File: config.mk
export PLATFORM = sky130hd
export DESIGN_NAME = beacon_spacing_mon
export DESIGN_NICKNAME = d
export VERILOG_FILES = /design/src/rtl/beacon_spacing_pkg.sv /design/src/rtl/tu_pair_match.sv /design/src/rtl/dma_tu_scale.sv /design/src/rtl/beacon_spacing_mon.sv
export SDC_FILE = /design/constraint.sdc
export NUM_CORES = 1
export LEC_CHECK = 0
export BUFFER_PORTS_ARGS = -buffer_cell sky130_fd_sc_hd__buf_2
export CAP_MARGIN = 40
export CORE_UTILIZATION = 45
export DETAILED_ROUTE_END_ITERATION = 16
export PLACE_DENSITY_LB_ADDON = 0.15
export SLEW_MARGIN = 5
export SYNTH_ARGS = -nofsm -noshare
export SYNTH_HDL_FRONTEND = slang
export SYNTH_SLANG_ARGS = --single-unit
File: constraint.sdc
create_clock -name clk -period 5.3 [get_ports clk]
set_input_delay 0.53 -clock clk [delete_from_list [all_inputs] [get_ports clk]]
set_output_delay 0.53 -clock clk [all_outputs]
set_load 0.01 [all_outputs]
File: src/rtl/beacon_spacing_pkg.sv
package beacon_spacing_pkg;
   localparam int unsigned DEF_TW   = 16;
   localparam int unsigned DEF_FRAC = 3;
   localparam int unsigned DEF_GAP  = 1;
   localparam int unsigned GUARD    = 3;

   typedef struct packed {
      logic atim_ok;
      logic dma_ok;
   } pair_res_t;
endpackage

File: src/rtl/tu_pair_match.sv
module tu_pair_match #(
   parameter int unsigned TW = 16
) (
   input  logic [TW-1:0] a_tu,
   input  logic [TW-1:0] b_tu,
   input  logic [TW-1:0] gap_tu,
   input  logic [TW-1:0] intval_tu,
   output logic          accept
);
   import beacon_spacing_pkg::*;
   localparam int unsigned XW = TW + GUARD;
   localparam logic signed [XW-1:0] SPAN = {{(GUARD-1){1'b0}}, 1'b1, {TW{1'b0}}};

   generate
      if (TW < 4) begin : g_bad_width
         $error("tu_pair_match: TW must be at least 4");
      end
   endgenerate

   logic signed [XW-1:0] sa, sb, sg, si, rem;
   logic                 rel_direct, rel_a_ahead, rel_a_wrap, rel_b_wrap;

   always_comb begin
      sa  = $signed({{GUARD{1'b0}}, a_tu});
      sb  = $signed({{GUARD{1'b0}}, b_tu});
      sg  = $signed({{GUARD{1'b0}}, gap_tu});
      si  = $signed({{GUARD{1'b0}}, intval_tu});
      rem = si - sg;
      rel_direct  = (sb - sa) == sg;
      rel_a_ahead = (sa - sb) == rem;
      rel_a_wrap  = (sa + SPAN - sb) == rem;
      rel_b_wrap  = (sb + SPAN - sa) == sg;
      accept = rel_direct | rel_a_ahead | rel_a_wrap | rel_b_wrap;
   end

   always_comb begin
      if ({1'b0, b_tu} == {1'b0, a_tu} + {1'b0, gap_tu})
         assert_direct_R1: assert (accept);
      if ({1'b0, a_tu} + {1'b0, gap_tu} == {1'b0, b_tu} + {1'b0, intval_tu})
         assert_a_ahead_R2: assert (accept);
      if ({1'b1, a_tu} + {1'b0, gap_tu} == {1'b0, b_tu} + {1'b0, intval_tu})
         assert_a_wrap_R3: assert (accept);
      if ({1'b1, b_tu} == {1'b0, a_tu} + {1'b0, gap_tu})
         assert_b_wrap_R4: assert (accept);
   end
endmodule

File: src/rtl/dma_tu_scale.sv
module dma_tu_scale #(
   parameter int unsigned TW   = 16,
   parameter int unsigned FRAC = 3
) (
   input  logic [TW+FRAC-1:0] fine_in,
   output logic [TW-1:0]      tu_out
);
   generate
      if (FRAC == 0) begin : g_whole
         assign tu_out = fine_in[TW-1:0];
      end else begin : g_frac
         logic unused_frac;
         assign unused_frac = ^fine_in[FRAC-1:0];
         assign tu_out = fine_in[FRAC +: TW];
      end
   endgenerate
endmodule

File: src/rtl/beacon_spacing_mon.sv
module beacon_spacing_mon #(
   parameter int unsigned TW   = beacon_spacing_pkg::DEF_TW,
   parameter int unsigned FRAC = beacon_spacing_pkg::DEF_FRAC,
   parameter int unsigned GAP  = beacon_spacing_pkg::DEF_GAP
) (
   input  logic               clk,
   input  logic               rst_n,
   input  logic [TW-1:0]      nbtt_tu,
   input  logic [TW-1:0]      win_end_tu,
   input  logic [TW+FRAC-1:0] dma_alert,
   input  logic [TW-1:0]      bcn_intval,
   input  logic [TW-1:0]      dma_margin,
   input  logic               err_clr,
   output logic               win_ok,
   output logic               err_sticky
);
   import beacon_spacing_pkg::*;
   localparam logic [TW-1:0] GAP_TU = TW'(GAP);

   generate
      if (FRAC > 8) begin : g_bad_frac
         $error("beacon_spacing_mon: FRAC above 8 is not supported");
      end
      if (GAP >= (1 << TW)) begin : g_bad_gap
         $error("beacon_spacing_mon: GAP does not fit in TW bits");
      end
   endgenerate

   logic [TW-1:0] dma_tu;
   pair_res_t     res;

   dma_tu_scale #(.TW(TW), .FRAC(FRAC)) u_scale (
      .fine_in (dma_alert),
      .tu_out  (dma_tu)
   );

   tu_pair_match #(.TW(TW)) u_atim_pair (
      .a_tu      (nbtt_tu),
      .b_tu      (win_end_tu),
      .gap_tu    (GAP_TU),
      .intval_tu (bcn_intval),
      .accept    (res.atim_ok)
   );

   tu_pair_match #(.TW(TW)) u_dma_pair (
      .a_tu      (dma_tu),
      .b_tu      (nbtt_tu),
      .gap_tu    (dma_margin),
      .intval_tu (bcn_intval),
      .accept    (res.dma_ok)
   );

   always_ff @(posedge clk) begin
      if (!rst_n) begin
         win_ok     <= 1'b1;
         err_sticky <= 1'b0;
      end else begin
         win_ok     <= res.atim_ok & res.dma_ok;
         err_sticky <= (err_sticky & ~err_clr) | ~win_ok;
      end
   end

   assert_err_sets_R8: assert property (@(posedge clk) disable iff (!rst_n)
      !win_ok |=> err_sticky);
   assert_err_holds_R8: assert property (@(posedge clk) disable iff (!rst_n)
      (err_sticky && !err_clr) |=> err_sticky);
   assert_clr_blocked_R9: assert property (@(posedge clk) disable iff (!rst_n)
      (err_clr && !win_ok) |=> err_sticky);
   assert_clr_works_R9: assert property (@(posedge clk) disable iff (!rst_n)
      (err_clr && win_ok) |=> !err_sticky);
endmodule

==> PnR_summary.wiki, run 1 <==
{| class="wikitable"
! Metric !! Value
|-
| Status || completed
|-
| Critical path type || in2reg
|-
| Maximum root-to-sink buffer count || 2
|-
| Total half-perimeter wirelength after legalization and detailed placement || 12.2 mm
|-
| Worst slack after detailed placement || 0.0701 ns
|-
| TritonCTS clock tree || built
|-
| First-pass iteration count of the detailed router || 5
|-
| Distinct cell type count after synthesis || 61
|-
| Hold Crit Class || reg2reg
|-
| Max VDD drop || 0.0629 mV
|-
| Chip height || 105 um
|-
| Post-Syn Instances || 661
|-
| Layout area overhead || 12.0%
|-
| Count of yosys warnings during synthesis || 0
|-
| Slew at the pin closest to its max-slew limit || 0.738 ns
|-
| Register area share after synthesis || 0.00836
|-
| Net count of the mapped netlist || 836
|-
| Total grt overflow || 0
|-
| Drc violations || 0
|-
| Lkg Pwr || 0.00269 uW
|-
| Area of the die || 11100 um^2
|-
| Cell taking the most area after synthesis || sky130_fd_sc_hd__ha_1
|-
| Wire length of the first global-routing pass || 23.3 mm
|-
| Ys async rst share || 0
|-
| Global placement routability congestion || 0.931
|-
| Die boundary width || 105 um
|-
| Utilization of the core after routing || 0.519
|-
| Post-placement cell count || 860
|-
| GR Util All Layers || 0.258
|-
| Syn avg cell area || 7.24 um^2
|-
| Fraction of synthesized cell area taken by the top area cell type || 0.219
|-
| Number of nets with antenna violations after detailed routing || 0
|-
| Worst path required time || 5.45 ns
|-
| Synth area leaders || sky130_fd_sc_hd__ha_1 (22%), sky130_fd_sc_hd__xnor2_1 (14%), sky130_fd_sc_hd__inv_1 (6.3%), sky130_fd_sc_hd__a21o_1 (5.6%), sky130_fd_sc_hd__a21oi_1 (5.1%)
|-
| Cell row count || 37
|-
| Proportion of layout cells with a drive suffix above 1 || 0.140
|-
| Number of global-route vias before repair || 4862
|-
| Post-CTS Setup Repair Bufs || 0
|-
| Length in cells of the worst reg-to-reg path || 2
|-
| CORE AREA || 10300 um^2
|-
| Count of antenna diodes in the layout || 0
|-
| Power Density || 141 nW/um^2
|-
| Commonest cells in the netlist || sky130_fd_sc_hd__ha_1 (84), sky130_fd_sc_hd__inv_1 (80), sky130_fd_sc_hd__xnor2_1 (74), sky130_fd_sc_hd__a21oi_1 (49), sky130_fd_sc_hd__nor2_1 (40)
|-
| Post-route fraction of the period consumed by the critical path || 0.901
|-
| Post-layout min period || 4.77 ns
|-
| Multi-input logic area || 4360 um^2
|-
| Post-route setup slack || 0.526 ns
|-
| Via-to-Cell Ratio || 5.70
|-
| Routed wire length per instance || 16.2 um
|-
| Total length of routed wires || 13.9 mm
|-
| Gr busiest metal || met2
|-
| Number of synthesized flops with an enable pin || 0
|-
| Number of nets at the end of the flow || 904
|-
| Detailed router's first-iteration violation count || 383
|-
| Most instantiated flip-flop cell in the synthesis netlist || sky130_fd_sc_hd__dfxtp_1
|-
| CP Data Arrival Time || 4.92 ns
|-
| Number of max-slew violations in the final report || 0
|-
| Total CTS buffers || 3
|-
| Grt met1 use || 0.358
|-
| Antenna violations before repair || 0
|-
| Final std cells w/o fill || 863
|-
| GRT met2 Usage || 0.450
|-
| Total vias in the final route || 4923
|-
| Critical Path Start Type || input pin
|-
| Achievable frequency || 209 MHz
|-
| CTS clock-pin slew for the worst setup and hold paths || 0.03 ns
|-
| Cell at the root of the clock tree || sky130_fd_sc_hd__clkbuf_8
|-
| Count of max-cap constraint violations || 0
|-
| Sink Count || 2
|-
| Starting density of the core || 0.464
|-
| Pin count of the biggest net entering global routing || 16
|-
| Sort of element at the end of the critical path || flip-flop
|-
| Worst clock skew on the final layout || 0.000747 ns
|-
| Hold violation total from the final report || 0
|-
| Fillers || 1043
|-
| Deepest level of the CTS H-tree || 1
|-
| Insertion delay of the later-clocked pin in the worst-skew pair || 0.21 ns
|-
| Relative slew margins || 0.495
|-
| Worst-path maximum fanout || 3
|-
| I/O pin count || 88
|-
| Instance count along the most critical hold path || 1
|-
| Total area of sequential cells || 40.0 um^2
|-
| RSZ-0062 raised after global routing || no
|-
| Setup violations, final || 0
|-
| Cell area after technology mapping || 4790 um^2
|-
| Number of storage elements in the synthesis netlist || 2
|-
| Most instantiated library cell after synthesis || sky130_fd_sc_hd__ha_1
|-
| Fin Setup TNS || 0 ns
|-
| Met3 capacity usage during global routing || 0.00873
|-
| # port buffers || 84
|}
## worst max-delay path, cell delays in order
cell and delay (ns):
sky130_fd_sc_hd__buf_2 0.12, sky130_fd_sc_hd__inv_1 0.11, sky130_fd_sc_hd__ha_1 0.18, sky130_fd_sc_hd__inv_1 0.05
sky130_fd_sc_hd__fa_1 0.42, sky130_fd_sc_hd__a211oi_1 0.23, sky130_fd_sc_hd__nor2_1 0.10, sky130_fd_sc_hd__o21ai_1 0.21
sky130_fd_sc_hd__o21ai_0 0.19, sky130_fd_sc_hd__a21o_1 0.21, sky130_fd_sc_hd__a21o_1 0.19, sky130_fd_sc_hd__a21o_1 0.17
sky130_fd_sc_hd__a21oi_1 0.23, sky130_fd_sc_hd__ha_1 0.19, sky130_fd_sc_hd__o221ai_1 0.11, sky130_fd_sc_hd__a211o_1 0.30
sky130_fd_sc_hd__a2111oi_2 0.29, sky130_fd_sc_hd__buf_4 0.17, sky130_fd_sc_hd__nand4_1 0.09, sky130_fd_sc_hd__or4_1 0.44
sky130_fd_sc_hd__o41ai_2 0.25, sky130_fd_sc_hd__a2bb2oi_2 0.14
## stage by stage
stage / total power [uW] / instance area, um^2 / hold slack [ns]
floorplan: 520 / 4790 / 0.464
global placement: 676 / 5320 / 0.430
detailed placement: 683 / 5320 / 0.432
CTS: 748 / 5360 / 0.433
global route: 833 / 5360 / 0.448
finish: 755 / 5360 / 0.434
## kinds of logic (layout without fill, tap and decap cells)
kind of cell | count (synthesis) | after routing | share of synthesized area
compound gates | 202 | 202 | 0.284
simple gates | 157 | 157 | 0.172
buf+inv | 105 | 171 | 0.0823
xor+xnor | 103 | 103 | 0.206
fa+ha+maj | 89 | 89 | 0.240
mux | 3 | 3 | 0.00679
flops | 2 | 2 | 0.00836
## cell type report
type	instances	share of cell area
flip-flops and latches	2	0.00747
clock buffers	3	0.00770
inverters	80	0.0560
multi-input cells	554	0.813
repair buffers	88	0.0840
well taps	136	0.0317
## where the power goes
part	leakage (uW)	switching [uW]	internal, uW	total [uW]
Sequential	0.0000168	0.458	16.2	16.6
Combinational	0.00266	367	312	679
Clock	0.0000216	11.7	48.0	59.7
Total	0.00269	379	376	755
## flip-flops by register name, indices dropped and copies added, names as in the netlist
signal / count
err_sticky: 1
win_ok: 1
## timing repair
item	in CTS	in global routing
hold buffers	0	0
setup endpoints to repair	0	1
resized for setup	0	3
## routing by layer
metal  wire length [um]  up-vias
li1                   -     2481
met1               6640     2319
met2               6570      107
met3                501       16
met4                233        0
met5                  0        -
## cell usage in the layout (no fill, tap or decap), types with 5 or more instances in the layout
master | netlist | layout
sky130_fd_sc_hd__a211oi_1 | 7 | 7
sky130_fd_sc_hd__nand2_1 | 33 | 33
sky130_fd_sc_hd__a21o_1 | 36 | 36
sky130_fd_sc_hd__or3_1 | 8 | 8
sky130_fd_sc_hd__fa_1 | 5 | 5
sky130_fd_sc_hd__a21oi_1 | 49 | 49
sky130_fd_sc_hd__buf_2 | 0 | 84
sky130_fd_sc_hd__o21bai_1 | 9 | 9
sky130_fd_sc_hd__nor2b_1 | 6 | 6
sky130_fd_sc_hd__nand3_1 | 8 | 8
sky130_fd_sc_hd__nor3_1 | 12 | 12
sky130_fd_sc_hd__nor4_1 | 9 | 9
sky130_fd_sc_hd__o21a_1 | 12 | 12
sky130_fd_sc_hd__o31ai_1 | 8 | 8
sky130_fd_sc_hd__ha_1 | 84 | 84
sky130_fd_sc_hd__inv_1 | 80 | 80
sky130_fd_sc_hd__o21ai_0 | 34 | 33
sky130_fd_sc_hd__and3_1 | 6 | 6
sky130_fd_sc_hd__o211ai_1 | 9 | 9
sky130_fd_sc_hd__nor2_1 | 40 | 40
sky130_fd_sc_hd__nand2b_1 | 10 | 10
sky130_fd_sc_hd__xnor2_1 | 74 | 74
sky130_fd_sc_hd__xor2_1 | 23 | 23
sky130_fd_sc_hd__nand4_1 | 10 | 10
## final timing paths
kind	startpoint	to	slack [ns]
max	nbtt_tu[0]	win_ok	0.53
min	win_ok	err_sticky	0.43
max reg2reg	err_sticky	err_sticky	4.71
min reg2reg	win_ok	err_sticky	0.43
(Power assumes the default switching activity.)
==> run 2: changes to the inputs <==
--- a/config.mk
+++ b/config.mk
@@ -9,8 +9,7 @@
 export CAP_MARGIN = 40
 export CORE_UTILIZATION = 45
 export DETAILED_ROUTE_END_ITERATION = 16
-export PLACE_DENSITY_LB_ADDON = 0.15
-export SLEW_MARGIN = 5
+export PLACE_DENSITY = 0.67
 export SYNTH_ARGS = -nofsm -noshare
 export SYNTH_HDL_FRONTEND = slang
 export SYNTH_SLANG_ARGS = --single-unit
==> run 2 against run 1 <==
  * Final cell count increased by 0.23%
  * Total power increased by 1.1%
  * Die area unchanged
  * Utilization increased by 0.097 points
==> PnR_summary.wiki, run 2 (synthesis gave the netlist of run 1 again) <==
{| class="wikitable"
! Metric !! Value
|-
| Global placement routability congestion || 0.934
|-
| Post-layout min period || 4.93 ns
|-
| Lkg Pwr || 0.00270 uW
|-
| Total area of sequential cells || 40.0 um^2
|-
| Wire length of the first global-routing pass || 23.4 mm
|-
| Multi-input logic area || 4360 um^2
|-
| Worst slack on hold paths || 0.464 ns
|-
| Maximum root-to-sink buffer count || 2
|-
| Critical Path Start Type || input pin
|-
| Routed wire length per instance || 16.8 um
|-
| Cell at the root of the clock tree || sky130_fd_sc_hd__clkbuf_8
|-
| First-pass iteration count of the detailed router || 5
|-
| Achievable frequency || 203 MHz
|-
| Regs by FF count || err_sticky (1), win_ok (1)
|-
| Total half-perimeter wirelength after legalization and detailed placement || 12.4 mm
|-
| Proportion of layout cells with a drive suffix above 1 || 0.141
|-
| Largest stage delay on the critical path || 0.45 ns
|-
| Sort of element at the end of the critical path || flip-flop
|-
| Power Density || 142 nW/um^2
|-
| I/O pin count || 88
|-
| Deepest level of the CTS H-tree || 1
|-
| Hold violation total from the final report || 0
|-
| Sink Count || 2
|-
| Number of nets with antenna violations after detailed routing || 0
|-
| Met3 capacity usage during global routing || 0.00624
|-
| Drc violations || 0
|-
| Pin count of the biggest net entering global routing || 16
|-
| Worst-path maximum fanout || 3
|-
| Chip height || 105 um
|-
| Area of the die || 11100 um^2
|-
| GR Util All Layers || 0.261
|-
| Count of max-cap constraint violations || 0
|-
| Fin Setup TNS || 0 ns
|-
| TritonCTS clock tree || built
|-
| Count of antenna diodes in the layout || 0
|-
| Total vias in the final route || 5015
|-
| Hold Crit Class || reg2reg
|-
| Starting density of the core || 0.464
|-
| RSZ-0062 raised after global routing || no
|-
| CORE AREA || 10300 um^2
|-
| CP Data Arrival Time || 5.08 ns
|-
| Commonest cells after routing, fill and taps aside || sky130_fd_sc_hd__ha_1 (84), sky130_fd_sc_hd__buf_2 (84), sky130_fd_sc_hd__inv_1 (80)
|-
| Fillers || 1041
|-
| Total length of routed wires || 14.5 mm
|-
| Total grt overflow || 0
|-
| Die boundary width || 105 um
|-
| Post-CTS Setup Repair Bufs || 0
|-
| Antenna violations before repair || 0
|-
| Worst path most repeated cell || sky130_fd_sc_hd__a21o_1
|-
| Slew at the pin closest to its max-slew limit || 0.753 ns
|-
| Insertion delay of the later-clocked pin in the worst-skew pair || 0.21 ns
|-
| Number of global-route vias before repair || 4927
|-
| Worst clock skew on the final layout || 0.000132 ns
|-
| Number of nets at the end of the flow || 906
|-
| Crit-path cells || buf_2 > inv_1 > ha_1 > inv_1 > fa_1 > a211oi_1 > nor2_1 > o21ai_1 > o21ai_0 > a21o_1 > a21o_1 > a21o_1 > a21oi_1 > ha_1 > o221ai_1 > a211o_1 > a2111oi_1 > buf_4 > nand4_1 > or4_1 > o41ai_2 > a2bb2oi_2
|-
| Detailed router's first-iteration violation count || 274
|-
| Status || completed
|-
| Post-route fraction of the period consumed by the critical path || 0.930
|-
| Relative slew margins || 0.485
|-
| Layout area overhead || 12.2%
|-
| Critical path type || in2reg
|-
| # port buffers || 84
|-
| Via-to-Cell Ratio || 5.80
|-
| Max VDD drop || 0.0522 mV
|-
| Total CTS buffers || 3
|-
| Final Total Pwr || 764 uW
|-
| Slowest cell on the critical path || sky130_fd_sc_hd__or4_1
|-
| Number of max-slew violations in the final report || 0
|-
| Worst path required time || 5.45 ns
|-
| Post-placement cell count || 862
|-
| Utilization of the core after routing || 0.520
|-
| Gr busiest metal || met2
|-
| Setup violations, final || 0
|-
| Grt met1 use || 0.338
|-
| CTS clock-pin slew for the worst setup and hold paths || 0.03 ns
|-
| Final std cells w/o fill || 865
|-
| GRT met2 Usage || 0.477
|-
| Cell row count || 37
|}
## run 2: layout make-up
cell class,count,area share
well taps,136,0.0317
inverters,80,0.0559
clock buffers,3,0.00769
repair buffers,90,0.0866
multi-input cells,554,0.811
flip-flops and latches,2,0.00745
## run 2: timing repair
action | in CTS | in global routing
resized for setup | 0 | 2
hold buffers | 0 | 0
setup endpoints to repair | 0 | 1
endpoints found under the hold margin | 0 | 0
## run 2: report_power, final
group	internal [uW]	leakage, uW	total [uW]	switching [uW]
sequential	16.2	0.0000168	16.7	0.526
combinational	314	0.00267	686	372
clock	48.1	0.0000216	60.8	12.7
total	378	0.00270	764	386
## run 2: final timing paths
kind	start	end	slack [ns]	depth (start not counted)
max	nbtt_tu[0]	win_ok	0.37	22
min	win_ok	err_sticky	0.46	1
max reg2reg	err_sticky	err_sticky	4.71	2
min reg2reg	win_ok	err_sticky	0.46	1
## run 2: critical path, delay by kind of cell
kind	cells	cell delay (ns)
buffers and inverters	4	0.47
AOI/OAI and AO/OA	12	2.65
and+or+nand+nor	3	0.63
adders and majority gates	3	0.80
## run 2: routing by layer
layer / vias to the layer above / wire [um]
met5: - / 0
met4: 0 / 281
met3: 28 / 594
met2: 148 / 7090
met1: 2354 / 6530
li1: 2485 / -
## run 2: through the flow
stage	cell area [um^2]	worst slack [ns]
2_1_floorplan	4790	0.857
3_3_place_gp	5330	0.197
3_5_place_dp	5330	0.0673
4_1_cts	5370	0.284
5_1_grt	5370	0.00371
6_report	5370	0.371
==> run 3: changes to the inputs <==
--- a/config.mk
+++ b/config.mk
@@ -7,9 +7,11 @@
 export LEC_CHECK = 0
 export BUFFER_PORTS_ARGS = -buffer_cell sky130_fd_sc_hd__buf_2
 export CAP_MARGIN = 40
+export CORE_MARGIN = 1.5
 export CORE_UTILIZATION = 45
 export DETAILED_ROUTE_END_ITERATION = 16
 export PLACE_DENSITY = 0.67
+export SLEW_MARGIN = 10
 export SYNTH_ARGS = -nofsm -noshare
 export SYNTH_HDL_FRONTEND = slang
 export SYNTH_SLANG_ARGS = --single-unit
==> constraint.sdc (replaced) <==
create_clock -name clk -period 5.4 [get_ports clk]
set_input_delay 0.54 -clock clk [delete_from_list [all_inputs] [get_ports clk]]
set_output_delay 0.54 -clock clk [all_outputs]
set_load 0.01 [all_outputs]
==> run 3 against run 2 <==
  * Utilization is 0.23 points lower
  * Total power is 2.9% lower
  * Non-clock buffer count is 3 lower
  * Die area is 1.9% higher
  * Clock-buffer cell count stayed put
  * Critical path depth stayed put
  * Register-to-register slack better by 0.13 ns
  * Largest cell class unchanged
  * Flip-flop and latch count stayed put
  * Via count is 2.7% lower
==> PnR_summary.wiki, run 3 (synthesis gave the netlist of run 1 again) <==
{| class="wikitable"
! Metric !! Value
|-
| Worst path required time || 5.55 ns
|-
| Flop pwr share || 0.022
|-
| Power Density || 139 nW/um^2
|-
| Bufs and invs on worst path || 4
|-
| Cell at the root of the clock tree || sky130_fd_sc_hd__clkbuf_8
|-
| CORE AREA || 10300 um^2
|-
| Hold violation total from the final report || 0
|-
| Share of total power in combinational logic || 0.897
|-
| Fin Setup TNS || 0 ns
|-
| GR Util All Layers || 0.252
|-
| CTS clock-pin slew for the worst setup and hold paths || 0.03 ns
|-
| Cell-internal power || 368 uW
|-
| Length in cells of the worst reg-to-reg path || 2
|-
| Area of the die || 11300 um^2
|-
| Slowest cell on the critical path || sky130_fd_sc_hd__or4_1
|-
| Via-to-Cell Ratio || 5.66
|-
| Cell depth of the worst setup path || 22
|-
| Die boundary width || 106 um
|-
| Worst path most repeated cell || sky130_fd_sc_hd__a21o_1
|-
| Final Total Pwr || 741 uW
|-
| Deepest level of the CTS H-tree || 1
|-
| Max VDD drop || 0.0560 mV
|-
| Drc violations || 0
|-
| Number of global-route vias before repair || 4834
|-
| Total half-perimeter wirelength after legalization and detailed placement || 12.4 mm
|-
| Slew at the pin closest to its max-slew limit || 0.573 ns
|-
| Part of the total power dissipated in the clock network || 0.081
|-
| Wire length of the first global-routing pass || 23.0 mm
|-
| Post-route fraction of the period consumed by the critical path || 0.920
|-
| Post-route setup slack || 0.432 ns
|-
| Antenna violations before repair || 0
|-
| Commonest cells after routing, fill and taps aside || sky130_fd_sc_hd__ha_1 (84), sky130_fd_sc_hd__buf_2 (84), sky130_fd_sc_hd__inv_1 (80)
|-
| Cell class contributing the biggest share of worst-path delay || compound AO/OA/AOI/OAI gates
|-
| Count of antenna diodes in the layout || 0
|-
| Insertion delay of the later-clocked pin in the worst-skew pair || 0.21 ns
|-
| Status || completed
|-
| Maximum root-to-sink buffer count || 2
|-
| Lkg Pwr || 0.00269 uW
|-
| Total length of routed wires || 14.2 mm
|-
| Post-CTS Setup Repair Bufs || 0
|-
| Critical path type || in2reg
|-
| RSZ-0062 raised after global routing || no
|-
| Relative slew margins || 0.608
|-
| Switching Power || 373 uW
|-
| Largest stage delay on the critical path || 0.44 ns
|-
| Total vias in the final route || 4882
|-
| TritonCTS clock tree || built
|-
| Achievable frequency || 201 MHz
|-
| Regs by FF count || err_sticky (1), win_ok (1)
|-
| Worst slack after detailed placement || 0.224 ns
|-
| Worst clock skew on the final layout || 0.00252 ns
|-
| # port buffers || 84
|-
| Setup violations, final || 0
|-
| Post-route design area || 5350 um^2
|-
| Layout area overhead || 11.7%
|-
| Instance count along the most critical hold path || 1
|-
| Critical Path Start Type || input pin
|-
| Sink Count || 2
|-
| CP Data Arrival Time || 5.11 ns
|-
| Cell row count || 37
|-
| Dpl cell area || 5310 um^2
|-
| Pin count of the biggest net entering global routing || 16
|-
| Number of resized instances in the post-cts repair step || 0
|-
| Count of max-cap constraint violations || 0
|-
| Sort of element at the end of the critical path || flip-flop
|-
| Number of nets at the end of the flow || 903
|-
| Starting density of the core || 0.464
|-
| Routed wire length per instance || 16.4 um
|-
| Detailed router's first-iteration violation count || 297
|-
| Chip height || 106 um
|-
| Number of nets with antenna violations after detailed routing || 0
|-
| Crit-path cells || buf_2 > inv_1 > ha_1 > inv_1 > fa_1 > a211oi_1 > nor2_1 > o21ai_0 > o21ai_0 > a21o_1 > a21o_1 > a21o_1 > a21oi_1 > ha_1 > o221ai_1 > a211o_1 > a2111oi_0 > buf_4 > nand4_1 > or4_1 > o41ai_2 > a2bb2oi_2
|-
| I/O pin count || 88
|-
| Number of max-slew violations in the final report || 0
|-
| Switching share of power || 0.504
|-
| Total grt overflow || 0
|-
| Global placement routability congestion || 0.965
|-
| Total CTS buffers || 3
|-
| Worst-path maximum fanout || 3
|-
| Hold Crit Class || reg2reg
|-
| Proportion of layout cells with a drive suffix above 1 || 0.138
|-
| First-pass iteration count of the detailed router || 5
|-
| Number of buffers inserted by hold repair at cts || 0
|-
| Post-layout min period || 4.97 ns
|}
-- run 3: changes by cell type in the layout (fill, tap and decap cells not counted) --
cell                        delta
sky130_fd_sc_hd__a2111oi_1     -1
sky130_fd_sc_hd__a2111oi_0     +1
sky130_fd_sc_hd__o21ai_1       -1
sky130_fd_sc_hd__buf_4         -3
sky130_fd_sc_hd__o21ai_0       +1
-- run 3: layout make-up --
class / instances / area (um^2)
Clock buffer: 3 / 41.3
Fill cell: 1032 / 4970
Inverter: 80 / 300
Multi-Input combinational cell: 554 / 4350
Sequential cell: 2 / 40.0
Tap cell: 136 / 170
Timing Repair Buffer: 87 / 443
-- run 3: power groups by stage --
| stage | Sequential, uW | Combinational, uW | Clock [uW] |
|---|---|---|---|
| finish | 16.2 | 665 | 60.1 |
| global placement | 16.4 | 644 | 0 |
| CTS | 16.2 | 659 | 61.4 |
| detailed placement | 16.4 | 655 | 0 |
| global route | 16.4 | 732 | 61.7 |
| floorplan | 16.9 | 493 | 0 |
-- run 3: worst paths after layout --
check	start	end	slack, ns
min reg2reg	win_ok	err_sticky	0.43
max reg2reg	err_sticky	err_sticky	4.84
min	win_ok	err_sticky	0.43
max	nbtt_tu[0]	win_ok	0.43
-- run 3: stage by stage --
stage / hold slack (ns) / utilization / std cells
2_1_floorplan: 0.464 / - / 661
3_3_place_gp: 0.432 / 0.514 / 859
3_5_place_dp: 0.421 / 0.514 / 859
4_1_cts: 0.430 / 0.518 / 862
5_1_grt: 0.450 / 0.518 / 862
6_report: 0.428 / 0.518 / 862
-- run 3: layer usage --
layer | part of all wire | global-route usage | up-vias
met5 | 0 | 0 | -
met4 | 0.027 | 0.0772 | 0
met3 | 0.039 | 0.00858 | 24
met2 | 0.48 | 0.438 | 116
met1 | 0.46 | 0.336 | 2275
li1 | - | - | 2467
